**src/rtl/mulstep_pkg.sv**
```systemverilog
package mulstep_pkg;

    typedef struct packed {
        logic n;
        logic z;
        logic v;
        logic c;
    } flags_t;

endpackage

```
**src/rtl/mulstep_datapath.sv**
```systemverilog
module mulstep_datapath #(
    parameter int W = 32
) (
    input  logic                  [W-1:0] op1,
    input  logic                  [W-1:0] op2,
    input  logic                  [W-1:0] y_cur,
    input  logic                          n_in,
    input  logic                          v_in,
    output logic                  [W-1:0] sum,
    output logic                  [W-1:0] y_nxt,
    output mulstep_pkg::flags_t           flg
);
    localparam int MSB = W - 1;

    logic [W-1:0] shifted;
    logic [W-1:0] addend;

    always_comb begin
        // vacated top bit takes the sign of the previous true sum
        shifted = {n_in ^ v_in, op1[MSB:1]};
        addend  = y_cur[0] ? op2 : '0;
        sum     = shifted + addend;
        y_nxt   = {op1[0], y_cur[MSB:1]};
        flg     = '0;
        flg.n   = sum[MSB];
        flg.z   = (sum == '0);
        flg.c   = (sum < shifted);
        flg.v   = (shifted[MSB] == addend[MSB]) && (sum[MSB] != shifted[MSB]);
    end
endmodule

```
**src/rtl/mulstep_sequencer.sv**
```systemverilog
module mulstep_sequencer #(
    parameter int W = 32
) (
    input  logic clk,
    input  logic rst,
    input  logic start,
    output logic start_ok,
    output logic run,
    output logic done
);
    localparam int CNT_W = (W > 2) ? $clog2(W) : 1;
    localparam logic [CNT_W-1:0] LAST = CNT_W'(W - 1);

    typedef struct packed {
        logic             run;
        logic             done;
        logic [CNT_W-1:0] cnt;
    } seq_t;

    seq_t seq_d, seq_q;

    always_comb begin
        seq_d      = seq_q;
        seq_d.done = 1'b0;
        start_ok   = start && !seq_q.run;
        if (start_ok) begin
            seq_d.run = 1'b1;
            seq_d.cnt = '0;
        end else if (seq_q.run) begin
            seq_d.cnt = seq_q.cnt + 1'b1;
            if (seq_q.cnt == LAST) begin
                seq_d.run  = 1'b0;
                seq_d.done = 1'b1;
                seq_d.cnt  = '0;
            end
        end
    end

    always_ff @(posedge clk) begin
        if (rst) seq_q <= '0;
        else     seq_q <= seq_d;
    end

    assign run  = seq_q.run;
    assign done = seq_q.done;

    assert_done_pulse_R10: assert property (@(posedge clk) disable iff (rst)
        seq_q.done |=> !seq_q.done);
    assert_done_after_run_R10: assert property (@(posedge clk) disable iff (rst)
        (seq_q.run && !seq_d.run) |=> seq_q.done);
    assert_no_restart_R12: assert property (@(posedge clk) disable iff (rst)
        (seq_q.run && start && seq_q.cnt != LAST) |=> (seq_q.run && seq_q.cnt == $past(seq_q.cnt) + 1'b1));
endmodule

```
**src/rtl/mulstep_unit.sv**
```systemverilog
module mulstep_unit #(
    parameter int W = 32
) (
    input  logic         clk,
    input  logic         rst,
    input  logic         step_valid,
    input  logic [W-1:0] step_op1,
    input  logic [W-1:0] step_op2,
    input  logic         flag_n_in,
    input  logic         flag_v_in,
    input  logic         y_wr_en,
    input  logic [W-1:0] y_wr_data,
    input  logic         seq_start,
    input  logic [W-1:0] seq_multiplicand,
    output logic [W-1:0] result,
    output logic         flag_n,
    output logic         flag_z,
    output logic         flag_v,
    output logic         flag_c,
    output logic [W-1:0] y_out,
    output logic         seq_done
);
    typedef struct packed {
        logic [W-1:0]        acc;
        logic [W-1:0]        y;
        mulstep_pkg::flags_t flg;
        logic [W-1:0]        mcand;
    } unit_t;

    unit_t st_d, st_q;

    logic                run, start_ok, ext_fire, step_fire;
    logic [W-1:0]        op1_sel, op2_sel, sum, y_nxt;
    logic                n_sel, v_sel;
    mulstep_pkg::flags_t new_flg;

    mulstep_sequencer #(.W(W)) u_seq (
        .clk      (clk),
        .rst      (rst),
        .start    (seq_start),
        .start_ok (start_ok),
        .run      (run),
        .done     (seq_done)
    );

    always_comb begin
        ext_fire  = step_valid && !run && !start_ok;
        step_fire = run || ext_fire;
        op1_sel   = run ? st_q.acc   : step_op1;
        op2_sel   = run ? st_q.mcand : step_op2;
        n_sel     = run ? st_q.flg.n : flag_n_in;
        v_sel     = run ? st_q.flg.v : flag_v_in;
    end

    mulstep_datapath #(.W(W)) u_dp (
        .op1   (op1_sel),
        .op2   (op2_sel),
        .y_cur (st_q.y),
        .n_in  (n_sel),
        .v_in  (v_sel),
        .sum   (sum),
        .y_nxt (y_nxt),
        .flg   (new_flg)
    );

    always_comb begin
        st_d = st_q;
        if (start_ok) begin
            st_d.acc   = '0;
            st_d.flg   = '0;
            st_d.mcand = seq_multiplicand;
        end else if (step_fire) begin
            st_d.acc = sum;
            st_d.flg = new_flg;
            st_d.y   = y_nxt;
        end else if (y_wr_en && !run) begin
            st_d.y = y_wr_data;
        end
    end

    always_ff @(posedge clk) begin
        if (rst) st_q <= '0;
        else     st_q <= st_d;
    end

    assign result = st_q.acc;
    assign flag_n = st_q.flg.n;
    assign flag_z = st_q.flg.z;
    assign flag_v = st_q.flg.v;
    assign flag_c = st_q.flg.c;
    assign y_out  = st_q.y;

    assert_y_shift_R4: assert property (@(posedge clk) disable iff (rst)
        (step_fire && !start_ok) |=> (st_q.y[W-2:0] == $past(st_q.y[W-1:1])));
    assert_zero_addend_R2: assert property (@(posedge clk) disable iff (rst)
        (ext_fire && !st_q.y[0]) |=> (result == {$past(flag_n_in ^ flag_v_in), $past(step_op1[W-1:1])}));
    assert_hold_R8: assert property (@(posedge clk) disable iff (rst)
        (!step_fire && !start_ok && !y_wr_en) |=> ($stable(result) && $stable(y_out) && $stable(st_q.flg)));
    assert_start_clear_R10: assert property (@(posedge clk) disable iff (rst)
        start_ok |=> (result == '0 && !flag_n && !flag_v && !flag_z && !flag_c));
    assert_y_ignored_in_run_R12: assert property (@(posedge clk) disable iff (rst)
        (run && y_wr_en) |=> (y_out[W-2:0] == $past(y_out[W-1:1])));
endmodule

```
**config.mk**
```make
export PLATFORM = sky130hd
export DESIGN_NAME = mulstep_unit
export DESIGN_NICKNAME = d
export VERILOG_FILES = /design/src/rtl/mulstep_pkg.sv /design/src/rtl/mulstep_datapath.sv /design/src/rtl/mulstep_sequencer.sv /design/src/rtl/mulstep_unit.sv
export SDC_FILE = /design/constraint.sdc
export NUM_CORES = 1
export LEC_CHECK = 0
export BUFFER_PORTS_ARGS = -buffer_cell sky130_fd_sc_hd__buf_2
export CAP_MARGIN = 15
export CORE_MARGIN = 2
export CORE_UTILIZATION = 45
export CTS_BUF_LIST = sky130_fd_sc_hd__clkbuf_8 sky130_fd_sc_hd__clkbuf_16
export CTS_CLUSTER_SIZE = 16
export DETAILED_ROUTE_END_ITERATION = 8
export GPL_ROUTABILITY_DRIVEN = 0
export PLACE_DENSITY = 0.71
export SLEW_MARGIN = 15
export SYNTH_ARGS = -nofsm -noshare
export SYNTH_HDL_FRONTEND = slang
export SYNTH_SLANG_ARGS = --single-unit
```
**constraint.sdc**
```tcl
create_clock -name clk -period 7.65 [get_ports clk]
set_input_delay 1.53 -clock clk [delete_from_list [all_inputs] [get_ports clk]]
set_output_delay 1.53 -clock clk [all_outputs]
set_load 0.005 [all_outputs]
```
-- Word level (Yosys, flattened, before mapping)
Cells that the tools add are included.
W data, S select, Z words.
- output and inout port bits: 69
- input port bits: 135
- flip-flop bits (word level): 107
- word-level logic and storage cells: 42
- mux-type cells: 10
- magnitude comparators: 1
- bitwise gates (word level): 3
- add/subtract/negate cells: 2
- equal/unequal tests: 3
- reductions and logical operators: 13
- operators by type and width (kind ; number):
    $mux W32 ; 5
    $add A32 B32 Y32 ; 1
    $logic_not A32 Y1 ; 1
    $lt A32 B32 Y1 ; 1
    $mux W7 ; 2
    $add A5 B1 Y5 const B ; 1
    $eq A5 B5 Y1 const B ; 1
    $logic_and A1 B1 Y1 ; 5
    $mux W1 ; 3
    $reduce_or A3 Y1 ; 1
    $logic_not A1 Y1 ; 2
    $not A1 Y1 ; 2
    $reduce_and A2 Y1 ; 1
    $reduce_bool A2 Y1 ; 1
    $reduce_or A2 Y1 ; 1
    $eq A1 B1 Y1 ; 1
    $logic_or A1 B1 Y1 ; 1
    $ne A1 B1 Y1 ; 1
    $xor A1 B1 Y1 ; 1

-- Longest topological paths before layout
- depth in word-level cells: 7
- mapped depth: 25
- depth with buffers taken out: 20

-- Cells and area by module
A second synthesis with hierarchy kept.
- cells, all modules: 1087
- area, all modules: 9085.0 um2
- modules (own cells, without submodules) (module ; instances ; sequential area each (um2) ; cells an instance ; area an instance (um2)):
    mulstep_unit ; 1 ; 2001.9 ; 628 ; 5793.1
    mulstep_datapath ; 1 ; 0.0 ; 420 ; 2936.6
    mulstep_sequencer ; 1 ; 140.1 ; 39 ; 355.3

-- Worst setup path before layout
No wires, ideal clock.
- path kind: register to register
- start: reg u_seq.seq_q, in the netlist u_seq.run
- end: reg st_q, in the netlist flag_c
- data arrival time: 5506 ps
- path buffers: 4
- stages on the path, launching flop included: 25
- library setup time: 60 ps
- slack: 2084 ps
- clock period less this slack: 5566 ps
- required time: 7590 ps
- cells stage by stage: dfxtp_1 > clkbuf_1 > clkbuf_1 > buf_1 > buf_1 > mux2i_1 > inv_1 > ha_1 > a21oi_1 > o311ai_1 > a31oi_2 > o221ai_1 > o22a_2 > xnor2_1 > inv_1 > ha_1 > a21o_1 > a21o_1 > a21o_1 > a21o_1 > a21o_1 > a21o_1 > a211o_1 > a21oi_1 > and3b_1
- RTL lines (what ; line ; source):
    from (decl) ; mulstep_sequencer.sv:20 ; seq_t seq_d, seq_q;
    from (signal assigned) ; mulstep_sequencer.sv:41 ; else seq_q <= seq_d;
    $mux W32 ; mulstep_unit.sv:50 ; op2_sel = run ? st_q.mcand : step_op2;
    $mux W32 ; mulstep_datapath.sv:21 ; addend = y_cur[0] ? op2 : '0;
    $add A32 B32 Y32 (*) ; mulstep_datapath.sv:22 ; sum = shifted + addend;
    net sum[25] ; mulstep_unit.sv:33 ; logic [W-1:0] op1_sel, op2_sel, sum, y_nxt;
    $lt A32 B32 Y1 (*) ; mulstep_datapath.sv:27 ; flg.c = (sum < shifted);
    to (signal assigned) ; mulstep_unit.sv:83 ; else st_q <= st_d;
    to (decl) ; mulstep_unit.sv:30 ; unit_t st_d, st_q;
The timed path passes the listed nets; every way through them passes the cells marked *.
A chain may end at the register's enable or synchronous reset.

-- Worst setup path in the final report
- start: in step_op1[2]
- end: reg st_q, in the netlist flag_c
- cells in the longest elaborated chain, start to end: 3
- RTL lines (what ; line ; source):
    from (decl) ; mulstep_unit.sv:7 ; input logic [W-1:0] step_op1,
    $mux W32 ; mulstep_unit.sv:49 ; op1_sel = run ? st_q.acc : step_op1;
    $add A32 B32 Y32 ; mulstep_datapath.sv:22 ;
    net sum[25] ; mulstep_unit.sv:33 ;
    $lt A32 B32 Y1 ; mulstep_datapath.sv:27 ;
The timed path passes the listed nets, and every way through them passes these cells.

==> flow_summary.toml <==
[status]
outcome = "finished, final reports clean"

[final_layout]
layout_common_cells = "buf_2 (203), nand2_1 (199), dfxtp_1 (105)"
layout.nets = 1358
final_common_cell = "buf_2"
drive_gt1_share_pct = 22.9
stdcell_count = 1391
final_area_sq_mm = 0.00911
area_delta_synth_final_pct = 11.4
diodes = 0

[logic_synthesis]
synth_area_leaders = "dfxtp_1 (26%), ha_1 (9.9%), nand2_1 (9.1%)"
yosysUniqueCellTypes = 79
synth_cells = 1058
synth_xor_area_share_pct = 3.06
syn_area_per_cell_sq_um = 7.73
synth_top_family_by_area = "simple AND/OR/NAND/NOR gates"
syn_area_sq_mm = 0.00818
yosys_warnings = 0
ys_ff_latch = 106
synth_top_area_share_pct = 26.0
synth_edf_count = 0
synthAdderAreaFrac_pct = 10.2
synth-compound-area-share_pct = 19.8
synthMuxAreaShare_pct = 9.10
yosys.area.top_type = "dfxtp_1"
async_flop_share_pct = 0
synth_ff_type = "dfxtp_1"
syn_nets = 1259
yosysSeqAreaShare_pct = 26.0
synth_simple_gate_area_share_pct = 20.5

[cts]
post-cts-setup-buffers = 0
cts_tree = "built"
cts.path.max_buffers = 2
clock_sinks = 106
ctsResizeCount = 0
cts_made_buffers = 9
cts-root-buf = "clkbuf_16"
hold_buffers = 0
htreeDepth = 3
clk_latency_ns = 0.36
clk_pin_slew_ns = 0.07

[route]
num_vias = 7517
drt-pass1-iter-count = 6
antenna_left = 0
drc = 0
wl_um = 22400
viasPerCell = 5.40
wire_per_inst_um = 16.1
drt_iter0_drc = 298

[floorplan]
start_util_pct = 45.7
die-area_sq_mm = 0.0193
die_w_um = 139
rows = 49
core_area_sq_mm = 0.0179
io_pins = 204
die_h_um = 139

[sta]
setup_slack_ns = 2.02
rsz0062_at_grt = "false"
post-route-period-util_pct = 73.6
fmax_ghz = 0.178
tns_ns = 0
whs_ns = 0.455
fin_skew_ns = 0.0111
final_max_slew_viol_count = 0
period_needed_ns = 5.63
final-setup-viol-count = 0
finalHoldViolCount = 0
worst_pin_slew_ns = 0.854
slew_headroom_pct = 43.0

[place]
place_area_sq_mm = 0.00882
dp_cells = 1375
hpwl_um = 17300
pre_cts_slack_ns = 1.67
port_buffers = 203

[flow_run]
maxCapViolCount = 0

[power]
p_leak_nw = 4.38
cellPowerDensity_mw_per_mm2 = 185
ir_worst_vdd_mv = 0.110

[min_path]
hp-start = "st_q[13]"
min_delay_path_depth = 2
hold_class = "reg -> reg"

[setup_path]
crit_path_end_kind = "register"
worstSetupPathType = "in -> reg"
reg2reg_depth = 19
crit_cells = 21
max_stage_delay_ns = 0.52
cp_cell_sequence = "buf_2 > mux2i_1 > inv_1 > ha_1 > a211oi_2 > o311ai_1 > a31oi_2 > o221ai_1 > o22a_2 > xnor2_1 > inv_1 > ha_1 > a21o_1 > a21o_1 > a21o_1 > a21o_1 > a21o_1 > a21o_1 > a211o_1 > a21oi_1 > and3b_1"
cp_common_cell = "a21o_1"
cp_top_family = "compound AO/OA/AOI/OAI gates"
path_max_fanout = 5
crit_required_ns = 7.96
crit_start = "step_op1[2]"
arrival_ns = 5.94
start_kind = "primary input"
cp_num_buf_inv = 3
cp_slowest_cell = "o311ai_1"
reg2reg_from = "u_seq.run"

[global_route]
antenna_found_initial = 0
gr-total-overflow = 0
grt_pass1_wl_um = 35600
grt_usage_pct = 22.6
grt_pass1_vias = 7259
grt_max_degree = 69
logic make-up after synthesis:
kind of cell	count (synthesis)
compound gates	237
fa+ha+maj	66
xor+xnor	26
buf+inv	171
simple gates	378
flops	106
mux	74
synth_stat cells, types with 2 or more instances:
cell	instances
clkbuf_1	44
or4_1	2
nand2b_1	3
a2111oi_0	2
a311oi_1	33
nor2b_1	32
o21ai_1	4
or2_2	3
a21oi_1	97
o21bai_1	5
nand2_1	199
o2111ai_1	2
nor2_1	87
xor2_1	8
clkbuf_8	2
a41oi_1	2
buf_1	6
xor2_2	2
o21ai_2	2
a21oi_2	4
dfxtp_1	106
and3_1	7
a211oi_1	6
mux2i_1	71
o21a_1	6
ha_1	65
nand4_1	11
nand3_1	8
and3b_1	2
and4_1	3
o221ai_1	3
buf_2	4
a21o_1	22
o211ai_1	4
buf_4	65
mux2_2	3
o211a_1	4
o21ai_0	18
inv_1	47
and2_1	4
a211o_1	2
nor3_1	7
xnor2_1	15
state kept, by name (all words and copies together) (netlist names):
register     cells
result          32
u_seq.done       1
flag_v           1
flag_z           1
u_seq.run        1
u_seq.seq_q      5
y_out           32
st_q            32
flag_c           1
cell type report:
class                           count  area, sq um
Multi-Input combinational cell    781         5150
Timing Repair Buffer              212         1080
Clock inverter                      7         65.1
Tap cell                          229          287
Sequential cell                   106         2130
Clock buffer                        9          225
Fill cell                        1788         8790
Inverter                           47          176
report_power, final:
group	switching, W	leakage, nW	internal [W]	total, W
clock	0.000237	0.142	0.000228	0.000464
sequential	0.0000430	0.871	0.000594	0.000637
combinational	0.000335	3.37	0.000250	0.000586
total	0.000615	4.38	0.00107	0.00169
metal layers:
layer,global-route usage [%],wire length (um),up-vias
li1,-,-,3813
met1,28.0,9970,3460
met3,6.15,1650,32
met2,37.9,10300,212
met4,7.92,478,0
met5,0,0,-
final timing paths:
| path | end | slack (ns) |
|---|---|---|
| min reg2reg | st_q[13] | 0.46 |
| min | st_q[13] | 0.46 |
| max | flag_c | 2.02 |
| max reg2reg | flag_c | 2.26 |
through the flow:
step | util (%) | power [W]
2_1_floorplan | - | 0.00109
3_3_place_gp | 49.3 | 0.00122
3_5_place_dp | 49.3 | 0.00123
4_1_cts | 50.9 | 0.00170
5_1_grt | 50.9 | 0.00180
6_report | 50.9 | 0.00169
tightest hold or removal path, stage by stage, from the launching register on:
cell	delay, ns
dfxtp_1	0.31
nand2_1	0.05
a21oi_1	0.05
Note: power is estimated with default switching activity, not from simulation.
